## config.mk

```make
export PLATFORM = sky130hd
export DESIGN_NAME = bcd_calendar
export DESIGN_NICKNAME = d
export VERILOG_FILES = /design/src/rtl/cal_pkg.sv /design/src/rtl/cal_counter.sv /design/src/rtl/xfer_gate.sv /design/src/rtl/shadow_regs.sv /design/src/rtl/bcd_calendar.sv
export SDC_FILE = /design/constraint.sdc
export NUM_CORES = 1
export LEC_CHECK = 0
export BUFFER_PORTS_ARGS = -buffer_cell sky130_fd_sc_hd__buf_4
export CORE_AREA = 5 5 115 117
export DETAILED_ROUTE_END_ITERATION = 10
export DIE_AREA = 0 0 120 122
export GPL_TIMING_DRIVEN = 0
export HOLD_SLACK_MARGIN = 0.05
export PLACE_DENSITY_LB_ADDON = 0.3
export SYNTH_ARGS = -nofsm -noshare
export SYNTH_HDL_FRONTEND = slang
export SYNTH_SLANG_ARGS = --single-unit
```

## constraint.sdc

```tcl
create_clock -name clk_i -period 5.3 [get_ports clk_i]
set_input_delay 0.265 -clock clk_i [delete_from_list [all_inputs] [get_ports clk_i]]
set_output_delay 0.265 -clock clk_i [all_outputs]
set_load 0.005 [all_outputs]
```

## src/rtl/cal_pkg.sv

```systemverilog
package cal_pkg;
  typedef struct packed {
    logic [7:0] yr;
    logic [7:0] mon;
    logic [7:0] date;
    logic [7:0] dow;
    logic [7:0] hr;
    logic [7:0] mn;
    logic [7:0] sec;
  } cal_t;

  localparam logic [2:0] A_SEC  = 3'd0;
  localparam logic [2:0] A_MIN  = 3'd1;
  localparam logic [2:0] A_HR   = 3'd2;
  localparam logic [2:0] A_DOW  = 3'd3;
  localparam logic [2:0] A_DATE = 3'd4;
  localparam logic [2:0] A_MON  = 3'd5;
  localparam logic [2:0] A_YR   = 3'd6;
  localparam logic [2:0] A_CTRL = 3'd7;

  localparam cal_t CAL_RST = '{yr: 8'h00, mon: 8'h01, date: 8'h01, dow: 8'h01,
                               hr: 8'h00, mn: 8'h00, sec: 8'h00};

  function automatic logic [7:0] bcd_inc(input logic [7:0] v);
    if (v[3:0] == 4'd9) return {v[7:4] + 4'd1, 4'd0};
    return v + 8'd1;
  endfunction

  function automatic logic is_leap(input logic [7:0] y);
    logic [7:0] b;
    b = {4'd0, y[7:4]} * 8'd10 + {4'd0, y[3:0]};
    return (b[1:0] == 2'b00);
  endfunction

  function automatic logic [7:0] last_day(input logic [7:0] m, input logic [7:0] y);
    case (m)
      8'h02: return is_leap(y) ? 8'h29 : 8'h28;
      8'h04, 8'h06, 8'h09, 8'h11: return 8'h30;
      default: return 8'h31;
    endcase
  endfunction

  function automatic cal_t put_field(input cal_t c, input logic [2:0] a, input logic [7:0] d);
    cal_t r;
    r = c;
    case (a)
      A_SEC:  r.sec  = d;
      A_MIN:  r.mn   = d;
      A_HR:   r.hr   = d;
      A_DOW:  r.dow  = d;
      A_DATE: r.date = d;
      A_MON:  r.mon  = d;
      A_YR:   r.yr   = d;
      default: r = c;
    endcase
    return r;
  endfunction

  function automatic logic [7:0] get_field(input cal_t c, input logic [2:0] a);
    case (a)
      A_SEC:  return c.sec;
      A_MIN:  return c.mn;
      A_HR:   return c.hr;
      A_DOW:  return c.dow;
      A_DATE: return c.date;
      A_MON:  return c.mon;
      A_YR:   return c.yr;
      default: return 8'h00;
    endcase
  endfunction
endpackage

```

## src/rtl/cal_counter.sv

```systemverilog
module cal_counter
  import cal_pkg::*;
#(
  parameter logic [7:0] DOW_LAST = 8'h07
) (
  input  logic       clk_i,
  input  logic       rst_ni,
  input  logic       adv_i,
  input  logic       wr_i,
  input  logic [2:0] waddr_i,
  input  logic [7:0] wdata_i,
  output cal_t       cur_o
);
  cal_t cur_q, nxt;
  logic c_min, c_hr, c_day, c_mon, c_yr;

  always_comb begin
    nxt   = cur_q;
    c_min = (cur_q.sec == 8'h59);
    c_hr  = c_min && (cur_q.mn == 8'h59);
    c_day = c_hr && (cur_q.hr == 8'h23);
    c_mon = c_day && (cur_q.date == last_day(cur_q.mon, cur_q.yr));
    c_yr  = c_mon && (cur_q.mon == 8'h12);
    nxt.sec = c_min ? 8'h00 : bcd_inc(cur_q.sec);
    if (c_min) nxt.mn = c_hr ? 8'h00 : bcd_inc(cur_q.mn);
    if (c_hr)  nxt.hr = c_day ? 8'h00 : bcd_inc(cur_q.hr);
    if (c_day) begin
      nxt.dow  = (cur_q.dow == DOW_LAST) ? 8'h01 : cur_q.dow + 8'd1;
      nxt.date = c_mon ? 8'h01 : bcd_inc(cur_q.date);
    end
    if (c_mon) nxt.mon = c_yr ? 8'h01 : bcd_inc(cur_q.mon);
    if (c_yr)  nxt.yr  = (cur_q.yr == 8'h99) ? 8'h00 : bcd_inc(cur_q.yr);
  end

  always_ff @(posedge clk_i or negedge rst_ni) begin
    if (!rst_ni)    cur_q <= CAL_RST;
    else if (wr_i)  cur_q <= put_field(cur_q, waddr_i, wdata_i);
    else if (adv_i) cur_q <= nxt;
  end

  assign cur_o = cur_q;


  cnt_hold_chk: assert property (@(posedge clk_i) disable iff (!rst_ni)
    (!adv_i && !wr_i) |=> $stable(cur_q));


  dow_wrap_chk: assert property (@(posedge clk_i) disable iff (!rst_ni)
    (adv_i && !wr_i && cur_q.hr == 8'h23 && cur_q.mn == 8'h59 && cur_q.sec == 8'h59
     && cur_q.dow == DOW_LAST) |=> (cur_q.dow == 8'h01));


  sec_wrap_chk: assert property (@(posedge clk_i) disable iff (!rst_ni)
    (adv_i && !wr_i && cur_q.sec == 8'h59) |=> (cur_q.sec == 8'h00));
endmodule

```

## src/rtl/xfer_gate.sv

```systemverilog
module xfer_gate #(
  parameter int GUARD_CYC = 12
) (
  input  logic clk_i,
  input  logic rst_ni,
  input  logic adv_i,
  input  logic ctl_wr_i,
  input  logic te_d_i,
  output logic te_o,
  output logic copy_o
);
  localparam int GW = $clog2(GUARD_CYC + 1);

  logic          te_q, pend_q;
  logic [GW-1:0] guard_q;

  always_ff @(posedge clk_i or negedge rst_ni) begin
    if (!rst_ni) begin
      te_q    <= 1'b1;
      pend_q  <= 1'b0;
      guard_q <= '0;
    end else begin
      pend_q <= adv_i;
      if (ctl_wr_i) te_q <= te_d_i;
      if (ctl_wr_i && te_d_i && !te_q) guard_q <= GW'(GUARD_CYC);
      else if (guard_q != '0)          guard_q <= guard_q - 1'b1;
    end
  end

  assign te_o   = te_q;
  assign copy_o = pend_q && te_q && (guard_q == '0);


  copy_after_tick_chk: assert property (@(posedge clk_i) disable iff (!rst_ni)
    copy_o |-> $past(adv_i));


  guard_arm_chk: assert property (@(posedge clk_i) disable iff (!rst_ni)
    (ctl_wr_i && te_d_i && !te_q) |=> (!copy_o && guard_q == GW'(GUARD_CYC)));
endmodule

```

## src/rtl/shadow_regs.sv

```systemverilog
module shadow_regs
  import cal_pkg::*;
(
  input  logic       clk_i,
  input  logic       rst_ni,
  input  logic       copy_i,
  input  cal_t       cal_i,
  input  logic       wr_i,
  input  logic [2:0] waddr_i,
  input  logic [7:0] wdata_i,
  output cal_t       user_o
);
  cal_t user_q;

  always_ff @(posedge clk_i or negedge rst_ni) begin
    if (!rst_ni)               user_q <= CAL_RST;
    else if (wr_i && copy_i)   user_q <= put_field(cal_i, waddr_i, wdata_i);
    else if (wr_i)             user_q <= put_field(user_q, waddr_i, wdata_i);
    else if (copy_i)           user_q <= cal_i;
  end

  assign user_o = user_q;


  user_hold_chk: assert property (@(posedge clk_i) disable iff (!rst_ni)
    (!copy_i && !wr_i) |=> $stable(user_q));


  user_wr_chk: assert property (@(posedge clk_i) disable iff (!rst_ni)
    wr_i |=> (get_field(user_q, $past(waddr_i)) == $past(wdata_i)));
endmodule

```

## src/rtl/bcd_calendar.sv

```systemverilog
module bcd_calendar
  import cal_pkg::*;
#(
  parameter int         GUARD_CYC = 12,
  parameter logic [7:0] DOW_LAST  = 8'h07
) (
  input  logic       clk_i,
  input  logic       rst_ni,
  input  logic       tick_i,
  input  logic       wr_en_i,
  input  logic [2:0] addr_i,
  input  logic [7:0] wdata_i,
  output logic [7:0] rdata_o
);
  cal_t cur, usr;
  logic wr_time, wr_ctl, adv, te, copy;

  assign wr_time = wr_en_i && (addr_i != A_CTRL);
  assign wr_ctl  = wr_en_i && (addr_i == A_CTRL);
  assign adv     = tick_i && !wr_time;

  cal_counter #(.DOW_LAST(DOW_LAST)) u_cnt (
    .clk_i, .rst_ni, .adv_i(adv), .wr_i(wr_time),
    .waddr_i(addr_i), .wdata_i, .cur_o(cur)
  );

  xfer_gate #(.GUARD_CYC(GUARD_CYC)) u_xfer (
    .clk_i, .rst_ni, .adv_i(adv), .ctl_wr_i(wr_ctl),
    .te_d_i(wdata_i[0]), .te_o(te), .copy_o(copy)
  );

  shadow_regs u_shadow (
    .clk_i, .rst_ni, .copy_i(copy), .cal_i(cur), .wr_i(wr_time),
    .waddr_i(addr_i), .wdata_i, .user_o(usr)
  );

  assign rdata_o = (addr_i == A_CTRL) ? {7'd0, te} : get_field(usr, addr_i);


  wr_blocks_tick_chk: assert property (@(posedge clk_i) disable iff (!rst_ni)
    (wr_time && tick_i) |=> !copy);
endmodule

```

==> impl_metrics.json <==
{
  "ctsHoldBuffers": 1,
  "ff2ff_path_depth": 8,
  "fillerInstances": 914,
  "cp.required_ns": 5.65,
  "place.port_buffers": 20,
  "synthXorXnorAreaFrac_pct": 0.993,
  "seq_area_frac_synth_pct": 37.3,
  "cts_sinks": 118,
  "setup_viol": 0,
  "synth-main-ff-cell": "dfrtp_1",
  "rsz0062_at_grt": "false",
  "final_common_cell": "nand2_1",
  "hpwlAfterDp_um": 18100,
  "cts_setup_buffers": 0,
  "async_flop_share_pct": 100,
  "routedWlPerCell_um": 23.3,
  "synthAdderAreaFrac_pct": 3.94,
  "dpl_cell_area_um2": 8310,
  "fin_area_um2": 8900,
  "synth.area.mux_share_pct": 8.59,
  "ir_drop_uv": 252,
  "netlist.area_leader.share_pct": 35.0,
  "initial_core_util_pct": 64.8,
  "drtAntennaViolNets": 0,
  "tns_ns": 0,
  "grtUsageTotal_pct": 36.6,
  "syn_area_um2": 7940,
  "maxSlewViolCount": 0,
  "r2r_end": "u_cnt.cur_o[55]",
  "whs_path_depth": 3,
  "viasPerCell": 7.01,
  "crit_path_end_kind": "flop",
  "dr.pass1.iters": 7,
  "synth-compound-area-share_pct": 22.9,
  "critical_path_class": "reg2reg",
  "grt_pass1_vias": 7448,
  "htree_levels": 4,
  "synth_fp_nets": 967,
  "final-hold-violation-count": 0,
  "die_width_um": 120,
  "routed_wl_um": 26400,
  "synth_area_leader_cell": "dfrtp_1",
  "cts_tree": "built",
  "clkLatencyLatePin_ns": 0.43,
  "min_to": "u_shadow.user_o[25]",
  "layout_common_cells": "141 x nand2_1, 111 x dfrtp_1, 83 x o21ai_0",
  "synthToLayoutAreaGrowth_pct": 12.1,
  "seq_area_um2": 2960,
  "avgSynthCellArea_um2": 8.57,
  "fmax_mhz": 302,
  "synthSimpleGateAreaFrac_pct": 21.1,
  "status": "finished clean",
  "tightest_slew_ns": 1.07,
  "vias": 7925,
  "worstReg2RegStart": "u_cnt.cur_o[20]",
  "antenna_found_initial": 0,
  "root_buffer": "clkbuf_16",
  "die_area_um2": 14600,
  "synth_cell_types": 81,
  "relSlewSlack_pct": 28.2,
  "drive_gt1_share_pct": 9.79,
  "crit_start": "u_cnt.cur_o[20]",
  "synthCells": 927,
  "drt_iter0_markers": 1393,
  "cts.clk_slew.worst_paths_ns": 0.05,
  "hold_path.class": "in2reg",
  "grt_start_max_net_pins": 61,
  "grt_pass1_wl_um": 40800,
  "multi_input_comb_area_um2": 4570,
  "rrSetupSlack_ns": 1.98,
  "ctsResizeCount": 0,
  "min_period_ns": 3.32,
  "min-delay-start": "wdata_i[1]",
  "gp_congestion": 1.02,
  "synth_enable_flop_cells": 0,
  "ys_ff_latch": 118,
  "fin_nets": 1008,
  "synth_area_leaders": "dfrtp_1 35%, mux2i_1 7.3%, nand2_1 6.7%",
  "post-route-period-util_pct": 62.6,
  "yosysWarnings": 0,
  "overflow": 0,
  "synth_top_family_by_area": "compound AO/OA/AOI/OAI gates",
  "core_area_um2": 12300,
  "powerDensity_nw_per_um2": 445,
  "skew_ns": 0.00653,
  "power.leakage_nw": 3.98,
  "pin_count": 23,
  "start_kind": "flop",
  "maxCapViolations": 0,
  "n_antenna_cell": 0,
  "cp_max_fo": 8,
  "drc": 0,
  "rows": 41,
  "cts_buffer_depth": 2,
  "die_h_um": 122,
  "crit_arrival_ns": 3.67,
  "cts_buffers": 17
}
==> power breakdown <==
part           internal, mW  switching [mW]  total [mW]
clock network         0.744           0.421        1.16
registers              1.24           0.367        1.61
logic                 0.528           0.660        1.19
==> cell families after synthesis <==
family | Yosys count
AOI/OAI and AO/OA | 272
xor gates and xnor gates | 9
adders and majority gates | 25
buffers and inverters | 91
DFF | 118
muxes | 67
and+or+nand+nor | 345
==> routing by layer <==
layer,up-vias,GRT usage (%),wire length (um)
met4,0,22.8,1930
met3,156,10.0,3310
li1,3483,-,-
met1,3659,47.9,9880
met5,-,0,0
met2,627,54.1,11200
==> through the flow <==
step           util [%]  hold WS [ns]  std cells  power [mW]  setup slack [ns]
2_1_floorplan         -       -0.0306        927        2.33              2.62
4_1_cts            72.6         0.128       1131        3.92              2.06
3_3_place_gp       67.5         0.491       1097        2.69              2.11
6_report           72.6         0.148       1131        3.96              1.98
3_5_place_dp       67.8         0.282       1098        2.74              2.11
5_1_grt            72.6         0.169       1131        4.16              1.84
==> synthesized netlist by cell type (4+ instances only) <==
cell type	count
dfrtp_1	111
nor4_1	8
nor3_1	15
a22o_1	12
ha_1	25
o311a_1	4
a21o_1	4
a221oi_1	4
buf_6	4
and2_1	14
inv_1	25
o211ai_1	16
o31ai_1	8
a211oi_1	9
nand2b_1	5
o311ai_0	5
a22oi_1	11
nand3_1	34
a31oi_1	22
clkbuf_1	42
nand2_1	141
o22ai_1	7
mux2_2	9
nor2b_1	10
xnor2_1	5
a21boi_0	4
nor2_1	63
and3_1	15
nor3b_1	6
dfstp_2	7
o21ai_0	83
nand4_1	4
xor2_1	4
mux2i_1	58
buf_1	9
a21oi_1	43
==> sequential cells by signal, indices dropped and copies added, names as in the netlist <==
| register | count |
|---|---|
| u_xfer.guard_q | 4 |
| u_cnt.cur_o | 56 |
| u_xfer.pend_q | 1 |
| u_xfer.te_o | 1 |
| u_shadow.user_o | 56 |
==> cell type report <==
cell class              count  share of cell area, %
flip-flops and latches    118                   33.3
repair buffers             22                   2.15
clock buffers              21                   5.06
multi-input cells         718                   51.3
well taps                 150                   2.11
inverters                  27                   1.14
plain buffers              64                   3.47
clock inverters            11                   1.49
==> worst max-delay path: stages (launching register included) <==
cell and delay [ns]:
dfrtp_1 0.44, inv_1 0.16, ha_1 0.17, nor4b_1 0.41
nand4_2 0.36, a2111oi_4 0.66, o2111ai_4 0.29, or4_1 0.57
a31oi_1 0.17
==> worst max-delay path by stage <==
stage | cells after the start | slack [ns] | end
detailed placement | 8 | 2.11 | u_cnt.cur_o[55]
global route | 8 | 1.84 | u_cnt.cur_o[55]
CTS | 8 | 2.06 | u_cnt.cur_o[55]
global placement | 8 | 2.11 | u_cnt.cur_o[55]
finish | 8 | 1.98 | u_cnt.cur_o[55]
floorplan | 9 | 2.62 | u_cnt.cur_o[55]
No activity file was read; power rests on OpenSTA's default activity.
